$ cat src/rtl/bunch_meas_pkg.sv
package bunch_meas_pkg;

    // Pickup type; selects which difference feeds which output
    typedef enum logic {
        PICKUP_UNIPOLAR = 1'b0,
        PICKUP_DOUBLET  = 1'b1
    } pickup_mode_e;

    // Samples per bunch window (A..E) and resulting history depth
    localparam int WIN_LEN  = 5;
    localparam int HIST_LEN = WIN_LEN - 1;

endpackage

$ cat src/rtl/bunch_meas_window.sv
module bunch_meas_window
    import bunch_meas_pkg::*;
#(
    parameter int SMP_W = 12
) (
    input  logic                    clk,
    input  logic                    rst_n,
    input  logic signed [SMP_W-1:0] smp_i,
    input  logic                    bnd_i,
    output logic signed [SMP_W-1:0] a_o,
    output logic signed [SMP_W-1:0] b_o,
    output logic signed [SMP_W-1:0] c_o,
    output logic signed [SMP_W-1:0] d_o,
    output logic signed [SMP_W-1:0] e_o,
    output logic                    fire_o
);

    typedef struct packed {
        logic [HIST_LEN-1:0][SMP_W-1:0] hist;
        logic [HIST_LEN-1:0]            strb;
    } win_t;

    win_t win_q, win_d;

    always_comb begin
        win_d      = win_q;
        win_d.hist = {win_q.hist[HIST_LEN-2:0], smp_i};
        win_d.strb = {win_q.strb[HIST_LEN-2:0], bnd_i};
    end

    always_ff @(posedge clk) begin
        if (!rst_n) begin
            win_q <= '0;
        end else begin
            win_q <= win_d;
        end
    end

    // When the strobe is HIST_LEN cycles old the live sample is E
    assign a_o    = $signed(win_q.hist[3]);
    assign b_o    = $signed(win_q.hist[2]);
    assign c_o    = $signed(win_q.hist[1]);
    assign d_o    = $signed(win_q.hist[0]);
    assign e_o    = smp_i;
    assign fire_o = win_q.strb[HIST_LEN-1];

endmodule

$ cat src/rtl/bunch_meas_calc.sv
module bunch_meas_calc
    import bunch_meas_pkg::*;
#(
    parameter int SMP_W = 12,
    parameter int OUT_W = SMP_W + 2
) (
    input  logic signed [SMP_W-1:0] a_i,
    input  logic signed [SMP_W-1:0] b_i,
    input  logic signed [SMP_W-1:0] c_i,
    input  logic signed [SMP_W-1:0] d_i,
    input  logic signed [SMP_W-1:0] e_i,
    input  pickup_mode_e            mode_i,
    output logic signed [OUT_W-1:0] phase_o,
    output logic signed [OUT_W-1:0] amp_o
);

    logic signed [OUT_W-1:0] a_x, b_x, c_x, d_x, e_x;
    logic signed [OUT_W-1:0] outer_sum, outer_half;
    logic signed [OUT_W-1:0] diff_bd, diff_cm;

    always_comb begin
        a_x        = OUT_W'(a_i);
        b_x        = OUT_W'(b_i);
        c_x        = OUT_W'(c_i);
        d_x        = OUT_W'(d_i);
        e_x        = OUT_W'(e_i);
        outer_sum  = a_x + e_x;
        outer_half = outer_sum >>> 1;
        diff_bd    = b_x - d_x;
        diff_cm    = c_x - outer_half;
        if (mode_i == PICKUP_DOUBLET) begin
            phase_o = diff_cm;
            amp_o   = diff_bd;
        end else begin
            phase_o = diff_bd;
            amp_o   = diff_cm;
        end
    end

endmodule

$ cat src/rtl/bunch_meas_batch.sv
module bunch_meas_batch #(
    parameter int OUT_W = 14,
    parameter int LEN_W = 8
) (
    input  logic                    clk,
    input  logic                    rst_n,
    input  logic                    fire_i,
    input  logic signed [OUT_W-1:0] phase_i,
    input  logic                    start_i,
    input  logic [LEN_W-1:0]        len_i,
    output logic signed [OUT_W-1:0] avg_o,
    output logic                    avg_vld_o
);

    localparam int ACC_W = OUT_W + LEN_W;

    typedef struct packed {
        logic signed [ACC_W-1:0] acc;
        logic [LEN_W-1:0]        cnt;
        logic signed [OUT_W-1:0] avg;
        logic                    vld;
    } bat_t;

    bat_t bat_q, bat_d;

    logic signed [ACC_W-1:0] acc_base, acc_sum, divisor, quot;
    logic [LEN_W-1:0]        cnt_base, cnt_next;

    always_comb begin
        bat_d    = bat_q;
        acc_base = start_i ? '0 : bat_q.acc;
        cnt_base = start_i ? '0 : bat_q.cnt;
        acc_sum  = acc_base + ACC_W'(phase_i);
        cnt_next = cnt_base + 1'b1;
        divisor  = $signed({{(ACC_W-LEN_W){1'b0}}, len_i});
        quot     = acc_sum / divisor;
        bat_d.vld = 1'b0;
        bat_d.acc = acc_base;
        bat_d.cnt = cnt_base;
        if (fire_i) begin
            if (cnt_next == len_i) begin
                bat_d.avg = quot[OUT_W-1:0];
                bat_d.vld = 1'b1;
                bat_d.acc = '0;
                bat_d.cnt = '0;
            end else begin
                bat_d.acc = acc_sum;
                bat_d.cnt = cnt_next;
            end
        end
    end

    always_ff @(posedge clk) begin
        if (!rst_n) begin
            bat_q <= '0;
        end else begin
            bat_q <= bat_d;
        end
    end

    assign avg_o     = bat_q.avg;
    assign avg_vld_o = bat_q.vld;

endmodule

$ cat src/rtl/bunch_meas.sv
module bunch_meas
    import bunch_meas_pkg::*;
#(
    parameter int SMP_W = 12,
    parameter int LEN_W = 8,
    parameter int OUT_W = SMP_W + 2
) (
    input  logic                    clk,
    input  logic                    rst_n,
    input  logic signed [SMP_W-1:0] smp_i,
    input  logic                    bnd_i,
    input  logic                    dbl_mode_i,
    input  logic                    batch_start_i,
    input  logic [LEN_W-1:0]        batch_len_i,
    output logic signed [OUT_W-1:0] phase_o,
    output logic signed [OUT_W-1:0] amp_o,
    output logic                    meas_vld_o,
    output logic signed [OUT_W-1:0] avg_o,
    output logic                    avg_vld_o
);

    logic signed [SMP_W-1:0] a_w, b_w, c_w, d_w, e_w;
    logic                    fire_w;
    logic signed [OUT_W-1:0] ph_c, am_c;
    pickup_mode_e            mode_c;

    assign mode_c = pickup_mode_e'(dbl_mode_i);

    bunch_meas_window #(.SMP_W(SMP_W)) win_i (
        .clk    (clk),
        .rst_n  (rst_n),
        .smp_i  (smp_i),
        .bnd_i  (bnd_i),
        .a_o    (a_w),
        .b_o    (b_w),
        .c_o    (c_w),
        .d_o    (d_w),
        .e_o    (e_w),
        .fire_o (fire_w)
    );

    bunch_meas_calc #(.SMP_W(SMP_W), .OUT_W(OUT_W)) calc_i (
        .a_i     (a_w),
        .b_i     (b_w),
        .c_i     (c_w),
        .d_i     (d_w),
        .e_i     (e_w),
        .mode_i  (mode_c),
        .phase_o (ph_c),
        .amp_o   (am_c)
    );

    bunch_meas_batch #(.OUT_W(OUT_W), .LEN_W(LEN_W)) bat_i (
        .clk       (clk),
        .rst_n     (rst_n),
        .fire_i    (fire_w),
        .phase_i   (ph_c),
        .start_i   (batch_start_i),
        .len_i     (batch_len_i),
        .avg_o     (avg_o),
        .avg_vld_o (avg_vld_o)
    );

    typedef struct packed {
        logic                    vld;
        logic signed [OUT_W-1:0] ph;
        logic signed [OUT_W-1:0] am;
    } res_t;

    res_t res_q, res_d;

    always_comb begin
        res_d     = res_q;
        res_d.vld = fire_w;
        if (fire_w) begin
            res_d.ph = ph_c;
            res_d.am = am_c;
        end
    end

    always_ff @(posedge clk) begin
        if (!rst_n) begin
            res_q <= '0;
        end else begin
            res_q <= res_d;
        end
    end

    assign phase_o    = res_q.ph;
    assign amp_o      = res_q.am;
    assign meas_vld_o = res_q.vld;

endmodule

$ cat config.mk
export PLATFORM = sky130hd
export DESIGN_NAME = bunch_meas
export DESIGN_NICKNAME = d
export VERILOG_FILES = /design/src/rtl/bunch_meas_pkg.sv /design/src/rtl/bunch_meas_window.sv /design/src/rtl/bunch_meas_calc.sv /design/src/rtl/bunch_meas_batch.sv /design/src/rtl/bunch_meas.sv
export SDC_FILE = /design/constraint.sdc
export NUM_CORES = 1
export LEC_CHECK = 0
export BUFFER_PORTS_ARGS = -buffer_cell sky130_fd_sc_hd__buf_2
export CAP_MARGIN = 15
export CORE_AREA = 4 4 213 298
export CTS_BUF_LIST = sky130_fd_sc_hd__clkbuf_16
export CTS_CLUSTER_SIZE = 14
export DETAILED_ROUTE_END_ITERATION = 8
export DIE_AREA = 0 0 217 302
export GPL_TIMING_DRIVEN = 1
export PLACE_DENSITY = 0.44
export SLEW_MARGIN = 20
export SYNTH_ARGS = -nofsm -noshare
export SYNTH_HDL_FRONTEND = slang
export SYNTH_SLANG_ARGS = --single-unit
$ cat constraint.sdc
create_clock -name clk -period 57.1 [get_ports clk]
set_clock_uncertainty 0.2 [all_clocks]
set_input_delay 5.71 -clock clk [delete_from_list [all_inputs] [get_ports clk]]
set_output_delay 5.71 -clock clk [all_outputs]
set_load 0.02 [all_outputs]
After elaboration in Yosys (flattened, before gate mapping)
Cells that the tools add are included.
- bits in registers: 126
- bits of input ports: 25
- output and inout port bits: 44
- logic and storage cells: 28
- $add $sub $neg: 5
- div/mod/pow operators: 1
- eq/ne operators: 1
- mux-type cells: 7
- reduce and logical (&&, ||, !) cells: 2
- operators with widths (operator ; count):
    45-bit 2-to-1 mux ; 1
    30-bit 2-to-1 mux ; 1
    14-bit 2-to-1 mux ; 2
    12-bit by 12-bit subtractor with 13-bit output ; 2
    22-bit by 14-bit adder with 22-bit output ; 1
    22-bit by 9-bit divider with 22-bit output ; 1
    22-bit 2-to-1 mux ; 1
    15-bit 2-to-1 mux ; 1
    12-bit by 12-bit adder with 13-bit output ; 1
    8-bit by 1-bit adder with 8-bit output (second input constant) ; 1
    8-bit == test ; 1
    8-bit 2-to-1 mux ; 1
    2-bit AND reduction ; 2

Depth between registers and ports, before layout
Gate-level depths: netlist of run 1.
- depth in word-level cells: 7
- depth in mapped cells: 316
- mapped depth without buffers: 295

Hierarchy
A second synthesis of run 1 with hierarchy kept.
- cells, all modules: 2448
- area total of the unflattened synthesis: 18547.8 sq um
- by module, submodules not included (module ; times used ; cells each ; area an instance (sq um) ; sequential area each (sq um)):
    bunch_meas_batch ; 1 ; 1945 ; 13828.3 ; 900.9
    bunch_meas_window ; 1 ; 157 ; 1816.7 ; 1041.0
    bunch_meas_calc ; 1 ; 254 ; 1809.2 ; 0.0
    bunch_meas ; 1 ; 92 ; 1093.5 ; 580.6

Worst setup path before layout of run 1
Ideal clock, no wire load.
- path kind: input to register
- from: input smp_i[1]
- to: register bat_i.bat_q (netlist bit bat_i.avg_o[10])
- arrival time: 61.739 ns
- slack: -4.910 ns
- cell stages on the path: 306
- buffers on the path: 22
- cells stage by stage: inv_1 fa_1 inv_1 a21oi_1 o21ai_0 a21oi_1 o21ai_0 a21oi_1 o21bai_1 xnor2_1 ha_1 a21o_1 a211o_1 a21oi_1 xnor2_1 mux2_2 ha_1 buf_2 [... 270 more ...] nor2b_1 o21ai_0 nand2b_1 a21oi_1 nor2b_1 o21ai_0 nand2b_1 a21oi_1 o2111ai_1 a221oi_4 nand3b_1 nor3_1 ha_1 nand2_1 o31ai_1 xnor2_1 nand2_1 a21oi_1
- longest elaborated chain between the ends: 5
- RTL lines (what ; RTL line ; RTL):
    start: declaration ; bunch_meas.sv:10 ; input logic signed [SMP_W-1:0] smp_i,
    12-bit by 12-bit adder with 13-bit output ; bunch_meas_calc.sv:27 ; outer_sum = a_x + e_x;
    12-bit by 12-bit subtractor with 13-bit output ; bunch_meas_calc.sv:30 ; diff_cm = c_x - outer_half;
    14-bit 2-to-1 mux ; bunch_meas_calc.sv:31 ; if (mode_i == PICKUP_DOUBLET) begin
    via bat_i.phase_i[10] ; bunch_meas_batch.sv:8 ; input logic signed [OUT_W-1:0] phase_i,
    22-bit by 14-bit adder with 22-bit output ; bunch_meas_batch.sv:33 ; acc_sum = acc_base + ACC_W'(phase_i);
    22-bit by 9-bit divider with 22-bit output ; bunch_meas_batch.sv:36 ; quot = acc_sum / divisor;
    end signal: assignment ; bunch_meas_batch.sv:57 ; bat_q <= bat_d;
    end: declaration ; bunch_meas_batch.sv:24 ; bat_t bat_q, bat_d;
The timed path passes the listed nets, and every way through them passes these cells.
A chain may end at the register's enable or synchronous reset.

Worst setup path in the final report of run 1
- from: input smp_i[0]
- to: register bat_i.bat_q (netlist bit bat_i.avg_o[10])
The elaborated chain is that of the path after synthesis.

==> results of run 1 <==
## metrics by stage
| stage | worst slack, ns | instances | hold slack, ns | TNS [ns] |
|---|---|---|---|---|
| final | 2.75 | 3545 | 0.238 | 0 |
| after global routing | -0.323 | 3545 | 0.260 | -1.78 |
| after global placement | -1.08 | 3435 | 0.220 | -8.22 |
| after CTS | 0.00650 | 3481 | 0.241 | 0 |
| after floorplan | 0.00927 | 2437 | 0.212 | 0 |
| after detailed placement | -2.11 | 3435 | 0.222 | -22.45 |
## Yosys cell counts (all sizes together) (11+ instances only)
| master | number |
|---|---|
| nand3 | 62 |
| nand2 | 185 |
| a31oi | 36 |
| nor4 | 25 |
| nand2b | 31 |
| o211ai | 19 |
| mux2i | 54 |
| ha | 201 |
| a21oi | 143 |
| mux2 | 43 |
| o31ai | 30 |
| o21a | 115 |
| nor2b | 39 |
| nor2 | 278 |
| buf | 48 |
| xor2 | 46 |
| o21bai | 12 |
| dfxtp | 124 |
| and2 | 60 |
| inv | 92 |
| xnor2 | 84 |
| a21o | 49 |
| nor3 | 154 |
| or3 | 23 |
| nand4 | 34 |
| o22ai | 11 |
| or2 | 25 |
| and3 | 35 |
| a211oi | 33 |
| clkbuf | 54 |
| o21ai | 108 |
## cell usage in the layout (no fill, tap or decap), drive strengths merged, types with 23 or more instances in the layout
master,synthesis,routed
buf,48,360
nor2,278,278
ha,201,201
nand2,185,185
nor3,154,154
a21oi,143,143
dfxtp,124,124
o21a,115,115
o21ai,108,108
inv,92,97
xnor2,84,84
nand3,62,62
and2,60,61
mux2i,54,54
a21o,49,49
xor2,46,46
mux2,43,43
nor2b,39,39
a31oi,36,36
and3,35,35
nand4,34,34
a211oi,33,33
nand2b,31,31
o31ai,30,30
or2,25,25
nor4,25,25
or3,23,23
## cells by family after synthesis
logic type | synth area share, %
buffers and inverters | 4.65
XOR/XNOR | 6.29
AND/OR/NAND/NOR | 27.4
adder cells (fa/ha/maj) | 14.3
AO/OA/AOI/OAI | 27.7
multiplexers | 5.86
flip-flops | 13.7
## metal layers
| metal | routed length [µm] | share of wire [%] | track usage [%] |
|---|---|---|---|
| met5 | 0 | 0 | 0 |
| met2 | 36100 | 54 | 38.6 |
| met3 | 1550 | 2.3 | 1.75 |
| met1 | 26800 | 40 | 21.3 |
| met4 | 1820 | 2.7 | 6.33 |
## what timing repair did
| action | CTS | global route |
|---|---|---|
| endpoints found under the hold margin | 0 | 0 |
| setup endpoints to repair | 14 | 14 |
| buffers inserted | 13 | 64 |
| pin swaps | 12 | 113 |
| gates resized for setup | 33 | 168 |
| hold buffers | 0 | 0 |
| cloned | 1 | 0 |
## final timing paths
| check | to | cells after the start | from | slack (ns) |
|---|---|---|---|---|
| max | bat_i.avg_o[10]$_SDFFE_PN0P_ | 287 | smp_i[0] | 2.75 |
| max reg2reg | bat_i.avg_o[10]$_SDFFE_PN0P_ | 286 | win_i.a_o[0]$_SDFF_PN0_ | 7.78 |
| min | win_i.a_o[0]$_SDFF_PN0_ | 2 | win_i.b_o[0]$_SDFF_PN0_ | 0.24 |
| min reg2reg | win_i.a_o[0]$_SDFF_PN0_ | 2 | win_i.b_o[0]$_SDFF_PN0_ | 0.24 |
## state kept, by name, summed over array words and instances (netlist names)
| register | flops |
|---|---|
| win_i.fire_o | 1 |
| win_i.d_o | 12 |
| amp_o | 13 |
| bat_i.bat_q | 30 |
| phase_o | 13 |
| win_i.win_d | 3 |
| meas_vld_o | 1 |
| win_i.b_o | 12 |
| win_i.c_o | 12 |
| bat_i.avg_o | 14 |
| bat_i.avg_vld_o | 1 |
| win_i.a_o | 12 |
## area by class of cell
type	count	area share, %
clock buffer	17	1.86
clock inverter	15	0.745
inverter	92	1.51
multi-input combinational	2120	69.3
sequential	124	10.9
tap	817	4.48
timing repair buffer	360	11.2
## worst register-to-register path, delay by kind of cell (launching register included)
| family | cells | cell delay [ns] |
|---|---|---|
| multiplexers | 5 | 1.27 |
| XOR/XNOR | 4 | 0.59 |
| AO/OA/AOI/OAI | 160 | 27.41 |
| AND/OR/NAND/NOR | 76 | 10.63 |
| flip-flops | 1 | 0.33 |
| adder cells (fa/ha/maj) | 26 | 7.27 |
| buffers and inverters | 15 | 1.55 |
==> impl_summary.md, run 1 <==
Clock tree
The CTS clock-pin slew for the worst setup and hold paths is 0.06 ns. Buffers inserted during clock tree synthesis total 17. The tree built by TritonCTS fans out to 124 sinks. The clock tree from TritonCTS is built. The clock root buffer master is sky130_fd_sc_hd__clkbuf_16. The clock latency on the worst-skew pair is 0.46 ns. The maximum level of the CTS H-tree is 4. The longest clock path from root to sink contains 2 buffers.

Setup path
The critical path endpoint category is a register. For this run, the slowest stage of the critical path takes 0.53 ns. Data on the critical path arrives at its endpoint at 54.53 ns. Together, buffers and inverters on the worst path number 16. On the critical path, the stage with the largest delay is an instance of sky130_fd_sc_hd__a2111o_1. The worst setup path is of the in2reg kind.

The kind of cell with the highest combined delay on the critical path is compound AO/OA/AOI/OAI gates. The data required time at the worst endpoint is 57.28 ns. The startpoint kind of the worst setup timing path is an input pin. The largest fanout on the critical path is 7. In this design, the critical path's most frequently occurring cell is sky130_fd_sc_hd__o21a_1.

Global routing
Global routing used 19.4% of the available tracks. Entering global routing, the biggest net connects 80 pins. Global routing finished with a remaining overflow of 0. The number of global-route vias before repair came to 19000. The global-route wire length before repair is 103000 µm. The number of antenna violations at the first check in global routing is 0.

Routing
The number of nets still failing antenna checks after routing is 0. The count of unresolved DRC violations after routing is 0. Dividing the detail-routed via count by the number of cells gives 5.41. The detailed-routing iteration count for the pre-antenna-repair pass is 5.

The routed wirelength normalized by instance count is 18.7 µm. Wires add up to 66200 µm. For this block, the initial DRC count from the detailed router was 855. Across all layers, the routed design uses 19200 vias.

Synth
Yosys mapped the design onto 124 distinct sky130hd cell types. By area the synthesized netlist is led by sky130_fd_sc_hd__ha_1, sky130_fd_sc_hd__dfxtp_1, sky130_fd_sc_hd__nor2_1. The synthesized net count is 2667. The leading register cell type out of synthesis is sky130_fd_sc_hd__dfxtp_1. The register area share after synthesis is 13.7%. In this run, synthesis inferred 0 flip-flops with an integrated enable. The largest total area in the synthesized netlist belongs to sky130_fd_sc_hd__ha_1. The mapped netlist covers 18100 µm². The average instance area after synthesis is 7.43 µm². The Yosys warning count is 0. The synthesized netlist cell count is 2437. After synthesis the netlist holds a flip-flop and latch count of 124. The fraction of registers with async set/reset is 0%. Of the post-synthesis cell area, the dominant cell type holds 13.9%.

STA
The worst relative slew slack is 30.3%. Subtracting the final worst setup slack from the clock period gives 54.35 ns. The slew at the pin closest to its max-slew limit is 1.04 ns. In the finished design, the share of the clock period the worst path needs comes to 95.2%. The hold violation total from the final report is 0.

The final-report setup violation count is 0. The maximum clock frequency is 0.0184 GHz. The final number of max-transition violations was 0.

Place
The congestion estimate from routability-driven global placement came to 0.890. The cell area reported after detailed placement is 20800 µm². Summed over all nets, the half-perimeter wirelength after detailed placement is 52700 µm. The number of input and output port buffers inserted is 68.

Die
The floorplan step defined a die boundary enclosing 65500 µm². The floorplan step set the die width to 217 µm. The vertical die dimension is 302 µm. The initial core utilization is 29.8%. The site row count is 107. For this design the top-level I/O count stands at 69. The core region is 60800 µm².

Cells and area
The area overhead of the layout relative to synthesis is 26.2%. The utilization after layout is 37.6%. The multi-input combinational cells in the finished layout cover a total of 15800 µm². The final net count is 2945. The post-route netlist has 25.3% of its cells at a drive strength greater than 1. In the final layout, flip-flops and latches occupy 2480 µm². After routing the design area is 22800 µm². The layout has 6457 filler cells. The number of antenna diodes in the final layout is 0.

Job
Across the run, the number of max-cap violations was 0.

Worst hold path
The class of the worst hold path is reg2reg.

Status
The run finished with clean final reports.
Power of run 1 is not shown: default switching activity piles up to over one toggle a cycle in this logic, so the estimate is an artifact.
==> run 2: changes to the inputs <==
--- a/config.mk
+++ b/config.mk
@@ -7,14 +7,15 @@
 export LEC_CHECK = 0
 export BUFFER_PORTS_ARGS = -buffer_cell sky130_fd_sc_hd__buf_2
 export CAP_MARGIN = 15
-export CORE_AREA = 4 4 213 298
+export CORE_AREA = 4 4 216 302
 export CTS_BUF_LIST = sky130_fd_sc_hd__clkbuf_16
-export CTS_CLUSTER_SIZE = 14
+export CTS_CLUSTER_SIZE = 8
 export DETAILED_ROUTE_END_ITERATION = 8
-export DIE_AREA = 0 0 217 302
+export DIE_AREA = 0 0 220 306
 export GPL_TIMING_DRIVEN = 1
 export PLACE_DENSITY = 0.44
 export SLEW_MARGIN = 20
 export SYNTH_ARGS = -nofsm -noshare
 export SYNTH_HDL_FRONTEND = slang
+export SYNTH_HIERARCHICAL = 1
 export SYNTH_SLANG_ARGS = --single-unit
==> run 2 against run 1 <==
Net effect: cell area rose by 4.5%; highest routed layer unchanged; count of clock-buffer cells in the layout did not move; synthesized cell count rose by 0.45%; sequential share of layout area fell by 0.30 points; worst hold slack improved by 0.014 ns; die area rose by 2.7%; critical path depth fell by 1; first-iteration DRC count fell by 9.7%; register-to-register slack got worse by 1.5 ns; fmax fell by 2.4%; non-clock buffer count rose by 43; wire length barely moved.
==> impl_summary.md, run 2 <==
Die
For this configuration, the core starts out at a cell density of 29.6%. The I/O pin count is 69. The vertical die dimension is 306 µm. The width of the chip is 220 µm. The site row count is 109. The die covers 67300 µm². The area inside the core boundary is 62700 µm².

Cells and area
The final layout contains 2966 nets. The number of antenna diodes in the final layout is 0. Counting the fill cells in the layout gives 6557. The register ranked first by flip-flop count is bat_i/bat_q.

In the layout the commonest cells are sky130_fd_sc_hd__buf_4, sky130_fd_sc_hd__nand2_1, sky130_fd_sc_hd__ha_1. From synthesis to final layout, the design area changed by 28.6%. Of the cells placed in the final design, the portion with a size suffix greater than 1 is 29.9%. The flip-flop count of the largest register, all copies and words added is 30. The library cell used most frequently in the layout, excluding fill and tap cells, is sky130_fd_sc_hd__buf_4.

Cells fill 38.0% of the core in the end.

STA
The slew at the pin closest to its max-slew limit is 0.959 ns. The worst relative slew slack is 35.8%. The hold violation total from the final report came to 0. Dividing the final minimum period by the clock period gives 97.6%.

The final critical-path required period is 55.71 ns. The final number of max-transition violations is 0. The final-report setup violation count is 0. The maximum clock frequency is 0.0180 GHz. The worst hold slack after final layout is 0.252 ns. Setup repair after global routing could not meet its margin everywhere.

Routing
For this run, design rule violations remaining after detail routing come to 0. The routed layout has 19100 vias. In the routed layout, each cell is associated on average with a via count of 5.33. In the final routed layout, each cell accounts on average for 18.6 µm. The iteration-0 DRC count of the detailed router is 772. The number of nets still failing antenna checks after routing is 0.

The detailed-routing iteration count for the pre-antenna-repair pass is 7. The routed wire length is 66300 µm.

Setup path
The arrival time of data at the critical path endpoint is 55.86 ns. The data required time at the worst endpoint is 57.25 ns. The worst setup path is captured at a register. The library cell appearing most often on the critical path is sky130_fd_sc_hd__o21a_1. The biggest cell delay along the critical path is 0.56 ns. The worst setup path is launched from an input pin. The category of the most critical setup path is in2reg. The largest individual stage delay along the critical path comes from the cell sky130_fd_sc_hd__or4_4. Of all nets on the critical path, the largest fanout is 15.

Synth
The top cell type by area accounts for 14.0% of the synthesized area. Sorting the synthesized cells by area gives the leading types as sky130_fd_sc_hd__ha_1, sky130_fd_sc_hd__dfxtp_1, sky130_fd_sc_hd__o21a_1. Summed over all instances, the cell type with the most area after synthesis is sky130_fd_sc_hd__ha_1. The number of nets in the synthesized netlist is 2685.

For this run, the leading register cell type out of synthesis is sky130_fd_sc_hd__dfxtp_1. After synthesis, the share of flip-flops with an asynchronous set or reset is 0%. By count the netlist is led by sky130_fd_sc_hd__ha_1, sky130_fd_sc_hd__nand2_1, sky130_fd_sc_hd__nor2_1. The combined area of all synthesized cells is 18500 µm².

The share of the Yosys chip area taken by registers is 13.6%. The Yosys warning count is 6. The number of enable-type register cells in the synthesized netlist is 0. The average instance area after synthesis is 7.58 µm². The number of flip-flops and latches in the synthesized netlist is 126. Synthesis produced 2448 cells. The count of cell types in the netlist is 120.

The most common cell in the synthesized netlist is sky130_fd_sc_hd__ha_1.

Global routing
Summed over all layers, the global routing overflow is 0. Global routing used 36.0% of the available met2 tracks. The first global-routing pass estimated 99800 µm of wire. The number of antenna violations at the first check in global routing is 0. The number of global-route vias before repair is 18600. The most utilized layer in the global route result is met2. Across every metal layer, demand over resource in global routing totals 18.5%.

Entering global routing, the biggest net connects 73 pins. Global routing used 21.1% of the available met1 tracks. The met3 track demand over resource is 1.59%.

Place
The number of input and output port buffers inserted is 68. The HPWL after detailed placement is 50200 µm. The final estimated routing congestion in global placement is 0.910.

Status
The flow ran to the end, and the final reports show no timing, DRC or antenna violations.

Worst hold path
The min-delay analysis places its worst path in the category reg2reg.

Clock tree
The number of hold buffers added after cts is 0. The clock tree from TritonCTS is built. The clock reaches the later pin of the worst-skew pair after 0.46 ns. The count of clock tree sinks is 126. Counting the buffers created by CTS gives 17. The maximum count of clock buffers along a single path is 2. Clock-pin slew was measured on the worst setup and hold paths at 0.08 ns. The maximum level of the CTS H-tree is 4. The root buffer cell chosen for the clock tree is sky130_fd_sc_hd__clkbuf_16.

Job
The number of max-cap violations is 0.
[run 2: changes by cell type after synthesis, sizes merged, moves of 19 or more]
cell / previous run / this run
o21ai: 108 / 128
nor2: 278 / 200
nor2b: 39 / 102
nor3: 154 / 128
o31ai: 30 / 49
and2: 60 / 86
buf: 48 / 90
nand2: 185 / 210
[run 2: logic make-up after synthesis]
family,synth area share (%)
and+or+nand+nor,27.2
AOI/OAI and AO/OA,25.8
buffers and inverters,6.27
adders and majority gates,14.5
xor gates and xnor gates,7.30
DFF,13.6
muxes,5.30
[run 2: worst paths after layout]
check | startpoint | to | slack [ns] | depth (start not counted)
hold / removal | win_i/win_d[1]$_SDFF_PN0_ | win_i/win_d[2]$_SDFF_PN0_ | 0.25 | 1
hold reg to reg | win_i/win_d[1]$_SDFF_PN0_ | win_i/win_d[2]$_SDFF_PN0_ | 0.25 | 1
setup / recovery | smp_i[0] | bat_i/avg_o[4]$_SDFFE_PN0P_ | 1.39 | 286
setup reg to reg | win_i/a_o[1]$_SDFF_PN0_ | bat_i/avg_o[4]$_SDFFE_PN0P_ | 6.33 | 285
[run 2: cell type report]
| type | instances | area, µm² | share of cell area, % |
|---|---|---|---|
| clock inverters | 14 | 143 | 0.598 |
| repair buffers | 403 | 2940 | 12.3 |
| clock buffers | 17 | 425 | 1.78 |
| well taps | 832 | 1040 | 4.36 |
| flip-flops and latches | 126 | 2520 | 10.6 |
| inverters | 81 | 317 | 1.33 |
| multi-input cells | 2100 | 16500 | 69.0 |
[run 2: layer usage]
layer	wire (µm)	share of wire (%)	vias up
li1	-	-	9493
met1	27600	42	9131
met2	35600	54	330
met3	1350	2.0	97
met4	1740	2.6	0
met5	0	0	-
[run 2: worst max-delay path: cells and delay by family]
family,cells,cell delay (ns)
adders and majority gates,26,7.00
AOI/OAI and AO/OA,148,25.50
xor gates and xnor gates,3,0.58
muxes,8,1.46
and+or+nand+nor,81,13.16
buffers and inverters,20,2.37
[run 2: what timing repair did]
action / 4_1_cts / 5_1_grt
resized for setup: 52 / 224
setup endpoints to repair: 14 / 14
pin swaps: 36 / 159
setup buffers: 43 / 113
[run 2: stage by stage]
| step | instances | setup TNS [ns] | setup WS (ns) | area [µm²] |
|---|---|---|---|---|
| 4_1_cts | 3461 | 0 | 0.00335 | 21800 |
| 3_3_place_gp | 3387 | -23.06 | -2.07 | 20700 |
| 6_report | 3573 | 0 | 1.39 | 23900 |
| 5_1_grt | 3573 | -14.31 | -1.27 | 23900 |
| 3_5_place_dp | 3387 | -32.54 | -2.75 | 20700 |
| 2_1_floorplan | 2448 | 0 | 0.0178 | 18900 |
Power of run 2 is left out for the same reason.
